==> src/rtl/ioWinPkg.sv <==
package ioWinPkg;

  // Region of the stored offset; REJ_NONE marks the forwardable register range
  typedef enum logic [1:0] {
    REJ_NONE    = 2'd0,
    REJ_UNDEF   = 2'd1,
    REJ_FLASH   = 2'd2,
    REJ_UNKNOWN = 2'd3
  } rejClassE;

  // Source of the host response register
  typedef enum logic [1:0] {
    RSP_ZERO   = 2'd0,
    RSP_OFFSET = 2'd1,
    RSP_REGBUS = 2'd2
  } rspSelE;

  // Control-to-datapath strobes
  typedef struct packed {
    logic   latchOff;
    logic   latchWdata;
    logic   rspLoad;
    rspSelE rspSel;
  } dpCtlS;

endpackage

==> src/rtl/ioWinCtrl.sv <==
module ioWinCtrl
  import ioWinPkg::*;
#(
  parameter int                 DATA_W      = 32,
  parameter int                 WIN_AW      = 5,
  parameter int                 ADDR_PORT   = 0,
  parameter int                 DATA_PORT   = 4,
  parameter logic [DATA_W-1:0]  REG_LIMIT   = 'h1FFFF,
  parameter logic [DATA_W-1:0]  UNDEF_LIMIT = 'h7FFFF,
  parameter logic [DATA_W-1:0]  FLASH_LIMIT = 'hFFFFF
) (
  input  logic              clk,
  input  logic              rst,
  input  logic              hostValid,
  input  logic              hostWrite,
  input  logic [WIN_AW-1:0] hostOffset,
  input  logic [DATA_W-1:0] curOffset,
  input  logic              regAck,
  output dpCtlS             dpCtl,
  output logic              hostReady,
  output logic              regReq,
  output logic              regWe,
  output logic              rejStrobe,
  output rejClassE          rejClass
);

  localparam logic [WIN_AW-1:0] ADDR_SEL = ADDR_PORT[WIN_AW-1:0];
  localparam logic [WIN_AW-1:0] DATA_SEL = DATA_PORT[WIN_AW-1:0];

  typedef enum logic [1:0] {ST_IDLE, ST_FWD, ST_DONE} stateE;

  stateE    state, stateNext;
  rejClassE region;
  logic     isAddrPort, isDataPort, acceptFwd, acceptRej;

  assign isAddrPort = (hostOffset == ADDR_SEL);
  assign isDataPort = (hostOffset == DATA_SEL);

  // Region decode of the stored offset, upper limits exclusive
  always_comb begin
    if (curOffset < REG_LIMIT)        region = REJ_NONE;
    else if (curOffset < UNDEF_LIMIT) region = REJ_UNDEF;
    else if (curOffset < FLASH_LIMIT) region = REJ_FLASH;
    else                              region = REJ_UNKNOWN;
  end

  assign acceptFwd = (state == ST_IDLE) && hostValid && isDataPort && (region == REJ_NONE);
  assign acceptRej = (state == ST_IDLE) && hostValid && isDataPort && (region != REJ_NONE);

  always_comb begin
    stateNext = state;
    dpCtl     = '{latchOff: 1'b0, latchWdata: 1'b0, rspLoad: 1'b0, rspSel: RSP_ZERO};
    unique case (state)
      ST_IDLE: begin
        if (hostValid) begin
          if (acceptFwd) begin
            dpCtl.latchWdata = 1'b1;
            stateNext        = ST_FWD;
          end else begin
            dpCtl.rspLoad  = 1'b1;
            dpCtl.rspSel   = (isAddrPort && !hostWrite) ? RSP_OFFSET : RSP_ZERO;
            dpCtl.latchOff = isAddrPort && hostWrite;
            stateNext      = ST_DONE;
          end
        end
      end
      ST_FWD: begin
        if (regAck) begin
          dpCtl.rspLoad = 1'b1;
          dpCtl.rspSel  = RSP_REGBUS;
          stateNext     = ST_DONE;
        end
      end
      ST_DONE: stateNext = ST_IDLE;
      default: stateNext = ST_IDLE;
    endcase
  end

  always_ff @(posedge clk) begin
    if (rst) begin
      state     <= ST_IDLE;
      regWe     <= 1'b0;
      rejStrobe <= 1'b0;
      rejClass  <= REJ_NONE;
    end else begin
      state     <= stateNext;
      rejStrobe <= acceptRej;
      if (acceptRej) rejClass <= region;
      if (acceptFwd) regWe    <= hostWrite;
    end
  end

  assign hostReady = (state == ST_DONE);
  assign regReq    = (state == ST_FWD);

  AST_REQ_HOLD:    assert property (@(posedge clk) disable iff (rst) (regReq && !regAck) |=> regReq);
  AST_ACK_RELEASE: assert property (@(posedge clk) disable iff (rst) (regReq && regAck) |=> (hostReady && !regReq));
  AST_STROBE_ONE:  assert property (@(posedge clk) disable iff (rst) rejStrobe |=> !rejStrobe);
  AST_STROBE_RDY:  assert property (@(posedge clk) disable iff (rst) rejStrobe |-> (hostReady && rejClass != REJ_NONE));
  AST_REJ_NOREQ:   assert property (@(posedge clk) disable iff (rst) rejStrobe |-> !regReq);
  AST_WE_HOLD:     assert property (@(posedge clk) disable iff (rst) (regReq && !regAck) |=> $stable(regWe));

endmodule

==> src/rtl/ioWinData.sv <==
module ioWinData
  import ioWinPkg::*;
#(
  parameter int DATA_W = 32,
  parameter int REG_AW = 17
) (
  input  logic              clk,
  input  logic              rst,
  input  dpCtlS             dpCtl,
  input  logic [DATA_W-1:0] hostWdata,
  input  logic [DATA_W-1:0] regRdata,
  output logic [DATA_W-1:0] curOffset,
  output logic [DATA_W-1:0] hostRdata,
  output logic [REG_AW-1:0] regAddr,
  output logic [DATA_W-1:0] regWdata
);

  logic [DATA_W-1:0] offReg, rspReg, wdReg, rspNext;

  always_comb begin
    unique case (dpCtl.rspSel)
      RSP_OFFSET: rspNext = offReg;
      RSP_REGBUS: rspNext = regRdata;
      default:    rspNext = '0;
    endcase
  end

  always_ff @(posedge clk) begin
    if (rst) begin
      offReg <= '0;
      rspReg <= '0;
      wdReg  <= '0;
    end else begin
      if (dpCtl.latchOff)   offReg <= hostWdata;
      if (dpCtl.latchWdata) wdReg  <= hostWdata;
      if (dpCtl.rspLoad)    rspReg <= rspNext;
    end
  end

  assign curOffset = offReg;
  assign hostRdata = rspReg;
  assign regAddr   = offReg[REG_AW-1:0];
  assign regWdata  = wdReg;

  AST_OFF_LATCH: assert property (@(posedge clk) disable iff (rst) dpCtl.latchOff |=> (curOffset == $past(hostWdata)));
  AST_OFF_KEEP:  assert property (@(posedge clk) disable iff (rst) !dpCtl.latchOff |=> $stable(curOffset));

endmodule

==> src/rtl/ioIndirectWindow.sv <==
module ioIndirectWindow
  import ioWinPkg::*;
#(
  parameter int                 DATA_W      = 32,
  parameter int                 WIN_AW      = 5,
  parameter int                 REG_AW      = 17,
  parameter int                 ADDR_PORT   = 0,
  parameter int                 DATA_PORT   = 4,
  parameter logic [DATA_W-1:0]  REG_LIMIT   = 'h1FFFF,
  parameter logic [DATA_W-1:0]  UNDEF_LIMIT = 'h7FFFF,
  parameter logic [DATA_W-1:0]  FLASH_LIMIT = 'hFFFFF
) (
  input  logic              clk,
  input  logic              rst,
  input  logic              hostValid,
  input  logic              hostWrite,
  input  logic [WIN_AW-1:0] hostOffset,
  input  logic [DATA_W-1:0] hostWdata,
  output logic              hostReady,
  output logic [DATA_W-1:0] hostRdata,
  output logic              regReq,
  output logic              regWe,
  output logic [REG_AW-1:0] regAddr,
  output logic [DATA_W-1:0] regWdata,
  input  logic [DATA_W-1:0] regRdata,
  input  logic              regAck,
  output logic              rejStrobe,
  output logic [1:0]        rejClass
);

  dpCtlS             dpCtl;
  logic [DATA_W-1:0] curOffset;
  rejClassE          rejClassInt;

  ioWinCtrl #(
    .DATA_W(DATA_W), .WIN_AW(WIN_AW), .ADDR_PORT(ADDR_PORT), .DATA_PORT(DATA_PORT),
    .REG_LIMIT(REG_LIMIT), .UNDEF_LIMIT(UNDEF_LIMIT), .FLASH_LIMIT(FLASH_LIMIT)
  ) uCtrl (
    .clk(clk), .rst(rst), .hostValid(hostValid), .hostWrite(hostWrite),
    .hostOffset(hostOffset), .curOffset(curOffset), .regAck(regAck),
    .dpCtl(dpCtl), .hostReady(hostReady), .regReq(regReq), .regWe(regWe),
    .rejStrobe(rejStrobe), .rejClass(rejClassInt)
  );

  ioWinData #(.DATA_W(DATA_W), .REG_AW(REG_AW)) uData (
    .clk(clk), .rst(rst), .dpCtl(dpCtl), .hostWdata(hostWdata), .regRdata(regRdata),
    .curOffset(curOffset), .hostRdata(hostRdata), .regAddr(regAddr), .regWdata(regWdata)
  );

  assign rejClass = rejClassInt;

  AST_ADDR_STABLE: assert property (@(posedge clk) disable iff (rst) (regReq && !regAck) |=> $stable(regAddr));
  AST_NO_ACK_IDLE: assert property (@(posedge clk) disable iff (rst) hostReady |=> !hostReady);

endmodule

==> config.mk <==
export PLATFORM = sky130hd
export DESIGN_NAME = ioIndirectWindow
export DESIGN_NICKNAME = d
export VERILOG_FILES = /design/src/rtl/ioWinPkg.sv /design/src/rtl/ioWinCtrl.sv /design/src/rtl/ioWinData.sv /design/src/rtl/ioIndirectWindow.sv
export SDC_FILE = /design/constraint.sdc
export NUM_CORES = 1
export LEC_CHECK = 0
export BUFFER_PORTS_ARGS = -buffer_cell sky130_fd_sc_hd__buf_2
export CORE_MARGIN = 10
export CORE_UTILIZATION = 30
export DETAILED_ROUTE_END_ITERATION = 7
export PLACE_DENSITY = 0.6
export SLEW_MARGIN = 20
export SYNTH_ARGS = -nofsm -noshare
export SYNTH_HDL_FRONTEND = slang
export SYNTH_SLANG_ARGS = --single-unit
==> constraint.sdc <==
create_clock -name clk -period 5.7 [get_ports clk]
set_input_delay 0.285 -clock clk [delete_from_list [all_inputs] [get_ports clk]]
set_output_delay 0.285 -clock clk [all_outputs]
set_load 0.005 [all_outputs]
; ---- Yosys cells after proc, flatten, opt, wreduce, memory -nomap -nowiden
; Cells that the tools add are included.
[word_totals]
reg_bits = 102
latch_bits = 0
ramBits = 0
mem_bits_ro = 0
out_inout_bits = 87
wordCells = 45
memories = 0
[op_classes]
add_sub_neg = 0
mul = 0
div_mod_pow = 0
magnitude_cmp = 3
eq_ne = 7
shifts = 0
mux = 16
n_bitwise = 0
reduce_logical = 12
[op_table]
columns = operator, count
row1 = one-hot mux 32 bit (2 select lines), 1
row2 = "less-than comparator 32 x 17 -> 1 bit, second input constant", 1
row3 = "less-than comparator 32 x 19 -> 1 bit, second input constant", 1
row4 = "less-than comparator 32 x 20 -> 1 bit, second input constant", 1
row5 = 2-to-1 mux 2 bit, 6
row6 = logical AND 1 bit, 6
row7 = 2-to-1 mux 3 bit, 2
row8 = one-hot mux 3 bit (2 select lines), 1
row9 = "== test 5 x 3 -> 1 bit, second input constant", 1
row10 = logical NOT 5 bit, 1
row11 = 2-to-1 mux 5 bit, 1
row12 = "== test 2 x 1 -> 1 bit, second input constant", 2
row13 = "== test 2 bit, second input constant", 2
row14 = logical NOT 2 bit, 2
row15 = 2-to-1 mux 1 bit, 4
row16 = one-hot mux 2 bit (2 select lines), 1
row17 = "!= test 2 x 1 -> 1 bit, second input constant", 1
row18 = "!= test 2 bit, second input constant", 1
row19 = AND reduction 2 bit, 1
row20 = nonzero test 2 bit, 1
row21 = logical NOT 1 bit, 1

; ---- Logic depth before layout (Yosys ltp)
; Gate-level depths: netlist (run 1).
[depth]
ltp_word = 11
mapped_depth = 9

; ---- Modules after synthesis
; A second synthesis (run 1) with hierarchy kept.
[unflattened]
cells_unflattened = 390
area_unflattened_um2 = 4105.2
[by_module_without_submodules]
columns = mod, instances, cells_each, area_per_inst_um2, seq_area_each_um2
row1 = ioWinData, 1, 339, 3643.5, 1921.8
row2 = ioWinCtrl, 1, 51, 461.7, 120.1

; ---- Least setup slack after synthesis (run 1)
; OpenSTA, ideal clock, no wires.
[synth_path]
kind = reg-to-reg
from = reg uCtrl.state[0]
to = reg uData.rspReg[18], in the netlist uData.hostRdata[18]
arrival_ns = 2.278
t_required_ns = 5.633
path_slack_ns = 3.354
path_stages_with_launch = 9
n_path_buf = 1
period_less_slack_ns = 2.346
path_cell_list = dfxtp_1 nor4b_1 nand2_1 nor3_1 ha_1 clkbuf_1 a22oi_1 or4_4 a21oi_2
[synth_via]
elab_chain_len = 9
word_cells_on_any_way = 11
[synth_rtl]
columns = element, line
row1 = "start, declared", ioWinCtrl.sv:32  ; stateE state, stateNext;
row2 = "start signal, assigned", ioWinCtrl.sv:86  ; state <= stateNext;
row3 = logical NOT 2 bit, "ioWinCtrl.sv:47, ioWinCtrl.sv:53"
row4 = logical AND 1 bit (3 in a row), ioWinCtrl.sv:47  ; assign acceptFwd = (state == ST_IDLE) && hostValid && isDataPort && (region == REJ_NONE);
row5 = 2-to-1 mux 3 bit, ioWinCtrl.sv:56  ; if (acceptFwd) begin
row6 = 2-to-1 mux 5 bit, ioWinCtrl.sv:55  ; if (hostValid) begin
row7 = one-hot mux 3 bit (2 select lines) (*), ioWinCtrl.sv:53  ; unique case (state)
row8 = == test 2 bit or == test 2 x 1 -> 1 bit (tied branches), ioWinData.sv:21  ; unique case (dpCtl.rspSel)
row9 = one-hot mux 32 bit (2 select lines), ioWinData.sv:21
row10 = "end signal, assigned", ioWinData.sv:36  ; if (dpCtl.rspLoad) rspReg <= rspNext;
row11 = "end, declared", ioWinData.sv:18  ; logic [DATA_W-1:0] offReg, rspReg, wdReg, rspNext;
; Every way passes the cells marked *; elsewhere a longest branch is shown, timed or not.
; A chain may end at the register's enable or synchronous reset.

; ---- Worst setup path in the final report (run 1)
[layout_path]
from = reg uData.offReg[24], in the netlist uData.curOffset[24]
to = reg uData.rspReg[18], in the netlist uData.hostRdata[18]
[layout_via]
elab_chain_len = 11
word_cells_on_any_way = 14
[layout_rtl]
columns = element, line
row1 = "start, declared", ioWinData.sv:18
row2 = "start signal, assigned", ioWinData.sv:34  ; if (dpCtl.latchOff) offReg <= hostWdata;
row3 = less-than comparator 32 x 20 -> 1 bit, ioWinCtrl.sv:43  ; else if (curOffset < FLASH_LIMIT) region = REJ_FLASH;
row4 = 2-to-1 mux 1 bit, ioWinCtrl.sv:43
row5 = 2-to-1 mux 2 bit, ioWinCtrl.sv:42  ; else if (curOffset < UNDEF_LIMIT) region = REJ_UNDEF;
row6 = 2-to-1 mux 2 bit (*), ioWinCtrl.sv:41  ; if (curOffset < REG_LIMIT) region = REJ_NONE;
row7 = logical NOT 2 bit (*), ioWinCtrl.sv:47
row8 = logical AND 1 bit (*), ioWinCtrl.sv:47
row9 = 2-to-1 mux 3 bit (*), ioWinCtrl.sv:56
row10 = 2-to-1 mux 5 bit (*), ioWinCtrl.sv:55
row11 = one-hot mux 3 bit (2 select lines) (*), ioWinCtrl.sv:53
row12 = == test 2 bit or == test 2 x 1 -> 1 bit (tied branches), ioWinData.sv:21
row13 = one-hot mux 32 bit (2 select lines), ioWinData.sv:21
; Marks and branches as above.

==> metrics.yaml, run 1 <==
power_mw: 1.45
cp_max_fo: 65
cp-start-kind: "register"
areaGrowthSynthToFinish_pct: 24.3
yosysSeqAreaShare_pct: 47.1
ff2ff_setup_slack_ns: 2.60
post_drt_wl_per_cell_um: 17.9
final_antenna_net_count: 0
drc: 0
avgSynthCellArea_um2: 8.12
synth_cell_types: 36
final_common_cell: "buf_2"
fin_crit_ns: 3.10
vias_per_cell: 5.08
drtPass1Iterations: 4
core-area_um2: 14000
report.final.hold_viol_count: 0
nets: 722
clk_path_buf_depth: 2
slew_headroom_pct: 27.7
grt_pass1_vias: 4159
clock_latency_ns: 0.35
synth-async-reset-ratio_pct: 0
p_per_area_nw_per_um2: 270
rsz0062_at_grt: "false"
p_leak_nw: 2.07
drv_slew: 0
status: "complete, no violations"
postCtsSetupBuffers: 0
worst_hold_slack_ns: 0.188
vias: 4225
r2r-start: "uData.curOffset[24]"
finClkSkew_ns: 0.00652
arrival_ns: 3.37
final_cell_mix: "buf_2, nand2_1, dfxtp_1"
grt_max_degree: 103
critical_path.startpoint: "uData.curOffset[24]"
wl_mm: 14.9
die-area_um2: 19700
synth_ff_type: "dfxtp_1"
synth_edf_count: 0
fmax_mhz: 323
place_congestion: 0.827
h-tree-depth: 3
start_util_pct: 30.9
antenna_found_initial: 1
min-delay-start: "hostWdata[24]"
r2r-end: "uData.hostRdata[18]"
setup_viol: 0
rows: 43
cts.sinks: 102
grt_pass1_wl_mm: 23.0
drt-met1-wl_mm: 6.89
drt_iter0_markers: 267
highest_layer: "met5"
holdBufCountCts: 0
ctsResizeCount: 0
grt_usage_pct: 14.5
max-cap-violations: 0
worst_pin_slew_ns: 1.08
ys_seq_elements: 102
tns_ns: 0
synth_nets: 610
cts_made_buffers: 9
vdd_drop_max_mv: 0.116
port_buffers: 160
cts_root_buf: "clkbuf_16"
die_h_um: 140
endpoint: "uData.hostRdata[18]"
yosys_warnings: 0
synth_cells: 534
diodes: 0
cp-end-kind: "register"
path_class: "reg2reg"
die_w_um: 140
drive_gt1_share_pct: 29.5
finalCritPeriodShare_pct: 54.3
wl_met3_um: 934
synth_area_um2: 4340
reg2regPathDepth: 6
required_ns: 5.97
hp-class: "in2reg"
grt_overflow: 0
wl_met2_mm: 6.69
cts_tree: "built"
final_util_pct: 38.4
hpwl_mm: 11.1
clkTransAtPathRegs_ns: 0.07
ios: 161
[report_power, final]
part	switching [mW]	internal, mW
Sequential	0.00230	0.715
Clock	0.282	0.387
Combinational	0.0421	0.0249
Total	0.327	1.13
[area by class of cell]
type / instances / area, um^2
inverters: 2 / 7.51
flip-flops and latches: 102 / 2040
repair buffers: 164 / 833
fillers: 1491 / 8650
clock inverters: 7 / 95.1
multi-input cells: 367 / 1960
well taps: 180 / 225
clock buffers: 9 / 225
[cells in the mapped netlist (2+ instances only)]
| cell type | n | area share, % |
|---|---|---|
| dfxtp_1 | 102 | 47 |
| nand4_1 | 4 | 0.58 |
| a22oi_1 | 32 | 5.5 |
| nand2_1 | 133 | 12 |
| a21oi_2 | 2 | 0.40 |
| o21ai_0 | 32 | 3.7 |
| ha_1 | 2 | 0.58 |
| buf_6 | 4 | 1.0 |
| a21oi_1 | 98 | 11 |
| nor2_1 | 2 | 0.17 |
| nand3_1 | 2 | 0.23 |
| nor3b_1 | 2 | 0.35 |
| or4_1 | 33 | 5.7 |
| nor3_1 | 4 | 0.46 |
| buf_4 | 20 | 3.5 |
| or4_4 | 3 | 0.78 |
| nor2b_1 | 2 | 0.29 |
| inv_1 | 2 | 0.17 |
| clkbuf_1 | 38 | 3.3 |
[layer usage]
| layer | global-route usage (%) | vias up |
|---|---|---|
| met5 | 0 | - |
| met4 | 5.49 | 2 |
| met3 | 4.63 | 23 |
| met2 | 21.7 | 126 |
| met1 | 18.9 | 1977 |
| li1 | - | 2097 |
[how the worst min path moves through the flow]
stage | to | slack (ns) | cells after the start
global placement | uData.regWdata[20] | 0.44 | 2
finish | uData.curOffset[24] | 0.19 | 3
CTS | uData.curOffset[24] | 0.17 | 3
global route | uData.curOffset[24] | 0.18 | 3
detailed placement | uData.regWdata[31] | 0.44 | 2
floorplan | uData.curOffset[20] | 0.42 | 2
[cell families (layout without fill, tap and decap cells)]
group | count (synthesis) | in the layout | share of synthesized area [%]
XOR/XNOR | 1 | 1 | 0.202
AO/OA/AOI/OAI | 171 | 171 | 22.3
multiplexers | 1 | 1 | 0.231
buffers and inverters | 65 | 182 | 8.08
AND/OR/NAND/NOR | 192 | 192 | 21.6
flip-flops | 102 | 102 | 47.1
adder cells (fa/ha/maj) | 2 | 2 | 0.577
[worst max-delay path: stages (launching register included)]
cell and delay (ns):
dfxtp_1 0.34, or4_1 0.58, nor4_4 0.40, o2111a_2 0.71, buf_4 0.55, o21ai_0 0.21, a21oi_2 0.19
[flip-flops by register name, indices dropped and copies added, names as in the netlist]
signal / count
uData.hostRdata: 32
uCtrl.rejStrobe: 1
uData.curOffset: 32
uCtrl.state: 2
uCtrl.rejClass: 2
uCtrl.regWe: 1
uData.regWdata: 32
[metrics by stage]
stage          worst slack (ns)  std cells  area [um^2]
2_1_floorplan              3.35        534         4340
3_3_place_gp               2.58        815         5060
3_5_place_dp               2.52        815         5060
4_1_cts                    2.55        831         5380
5_1_grt                    2.34        831         5390
6_report                   2.60        831         5390
(Power assumes the default switching activity.)
==> run 2, diff against run 1 <==
--- a/config.mk
+++ b/config.mk
@@ -9,7 +9,7 @@
 export CORE_MARGIN = 10
 export CORE_UTILIZATION = 30
 export DETAILED_ROUTE_END_ITERATION = 7
-export PLACE_DENSITY = 0.6
+export PLACE_DENSITY = 0.62
 export SLEW_MARGIN = 20
 export SYNTH_ARGS = -nofsm -noshare
 export SYNTH_HDL_FRONTEND = slang
==> constraint.sdc (replaced) <==
create_clock -name clk -period 2.5 [get_ports clk]
set_input_delay 0.125 -clock clk [delete_from_list [all_inputs] [get_ports clk]]
set_output_delay 0.125 -clock clk [all_outputs]
set_load 0.005 [all_outputs]
==> run 2 against run 1 <==
Compared with the run above:
- combinational power is 140% higher
- total power is 130% higher
- global-route usage is 0.34 points lower
- count of clock-buffer cells in the layout is 2 higher
- setup slack worse by 2.5 ns
- register-to-register slack worse by 2.5 ns
- critical path type unchanged
- critical endpoint is now uData.hostRdata[21]
==> metrics.yaml, run 2 (synthesis gave the netlist of run 1 again) <==
finalCritPeriodShare_pct: 94.1
grt_pass1_wl_mm: 22.6
slew_headroom_pct: 41.6
wl_mm: 14.8
drt_iter0_markers: 278
clk_path_buf_depth: 2
final_antenna_net_count: 0
rows: 43
setup_viol: 0
drv_slew: 0
cpPeakStageDelay_ns: 0.60
power_mw: 3.34
min-delay-start: "hostWdata[10]"
r2r-end: "uData.hostRdata[21]"
clock_latency_ns: 0.34
hp-class: "in2reg"
critPathBufInv: 1
cpMaxStageDelayCell: "or4_4"
r2r-start: "uData.curOffset[16]"
nets: 747
drive_gt1_share_pct: 31.8
antenna_found_initial: 2
path_class: "reg2reg"
die_w_um: 140
status: "complete, no violations"
cp_max_fo: 66
fmax_mhz: 425
hpwl_mm: 11.3
areaGrowthSynthToFinish_pct: 30.1
vias_per_cell: 4.95
grt_usage_pct: 14.2
cp-end-kind: "register"
post_drt_wl_per_cell_um: 17.3
ctsResizeCount: 0
tns_ns: 0
report.final.hold_viol_count: 0
p_per_area_nw_per_um2: 591
min_to: "uData.curOffset[10]"
critical-path-top-delay-family: "simple AND/OR/NAND/NOR gates"
holdPathStages: 3
drtPass1Iterations: 4
crit_chain: "nand4_1 -> or4_4 -> o2111a_2 -> buf_12 -> or4_1 -> a21oi_1"
core-area_um2: 14000
holdBufCountCts: 0
cts_tree: "built"
drc: 0
cts.sinks: 102
grt_pass1_vias: 4224
final_cell_mix: "buf_2, nand2_1, dfxtp_1"
worst_hold_slack_ns: 0.0273
grt_max_degree: 67
vias: 4235
ff2ff_setup_slack_ns: 0.15
rsz0062_at_grt: "false"
start_util_pct: 30.9
clkTransAtPathRegs_ns: 0.07
die-area_um2: 19700
max-cap-violations: 0
finClkSkew_ns: 0.00475
ios: 161
h-tree-depth: 3
p_leak_nw: 2.23
postCtsSetupBuffers: 0
fill_cells: 1466
port_buffers: 160
required_ns: 2.77
final_common_cell: "buf_2"
grt_overflow: 0
cts_root_buf: "clkbuf_16"
cp-start-kind: "register"
vdd_drop_max_mv: 0.290
die_h_um: 140
arrival_ns: 2.63
diodes: 0
cts_made_buffers: 9
reg2regPathDepth: 6
place_congestion: 0.815
fin_crit_ns: 2.35
worst_pin_slew_ns: 0.875
## run 2: final cells by class
cell class / instances / area [um^2] / area share, %
Clock buffer: 11 / 243 / 4.30
Clock inverter: 5 / 81.3 / 1.44
Inverter: 2 / 7.51 / 0.133
Multi-Input combinational cell: 367 / 1960 / 34.7
Sequential cell: 102 / 2040 / 36.2
Tap cell: 180 / 225 / 3.99
Timing Repair Buffer: 189 / 1080 / 19.2
## run 2: worst max-delay path by stage
stage                             start                   to  slack (ns)  depth (start not counted)
finish              uData.curOffset[16]  uData.hostRdata[21]        0.15                          6
global route        uData.curOffset[16]  uData.hostRdata[15]        0.04                          6
CTS                 uData.curOffset[16]  uData.hostRdata[21]        0.13                          6
detailed placement  uData.curOffset[16]  uData.hostRdata[21]        0.16                          6
global placement    uData.curOffset[16]  uData.hostRdata[29]        0.18                          6
floorplan                uCtrl.state[0]  uData.hostRdata[18]        0.15                          8
## run 2: worst register-to-register path, cell delays in order, from the launching register on
cell	delay [ns]
dfxtp_1	0.34
nand4_1	0.15
or4_4	0.60
o2111a_2	0.32
buf_12	0.20
or4_1	0.54
a21oi_1	0.14
## run 2: report_power, final
part | leakage [nW] | switching, mW | internal [mW]
Sequential | 0.822 | 0.00411 | 1.63
Clock | 0.156 | 0.632 | 0.908
Combinational | 1.25 | 0.0973 | 0.0636
Total | 2.23 | 0.734 | 2.60
## run 2: through the flow
step | setup WS (ns) | cell area [um^2] | util [%] | instances
final | 0.147 | 5640 | 40.2 | 856
after CTS | 0.134 | 5640 | 40.1 | 856
after floorplan | 0.154 | 4340 | - | 534
after detailed placement | 0.159 | 5310 | 37.8 | 840
after global routing | 0.0402 | 5640 | 40.2 | 856
after global placement | 0.184 | 5310 | 37.8 | 840
## run 2: layer usage
layer / up-vias / GRT usage (%) / wire length (um)
li1: 2143 / - / -
met2: 119 / 22.5 / 6760
met1: 1952 / 17.9 / 6850
met5: - / 0 / 23
met4: 4 / 4.46 / 227
met3: 17 / 4.26 / 967
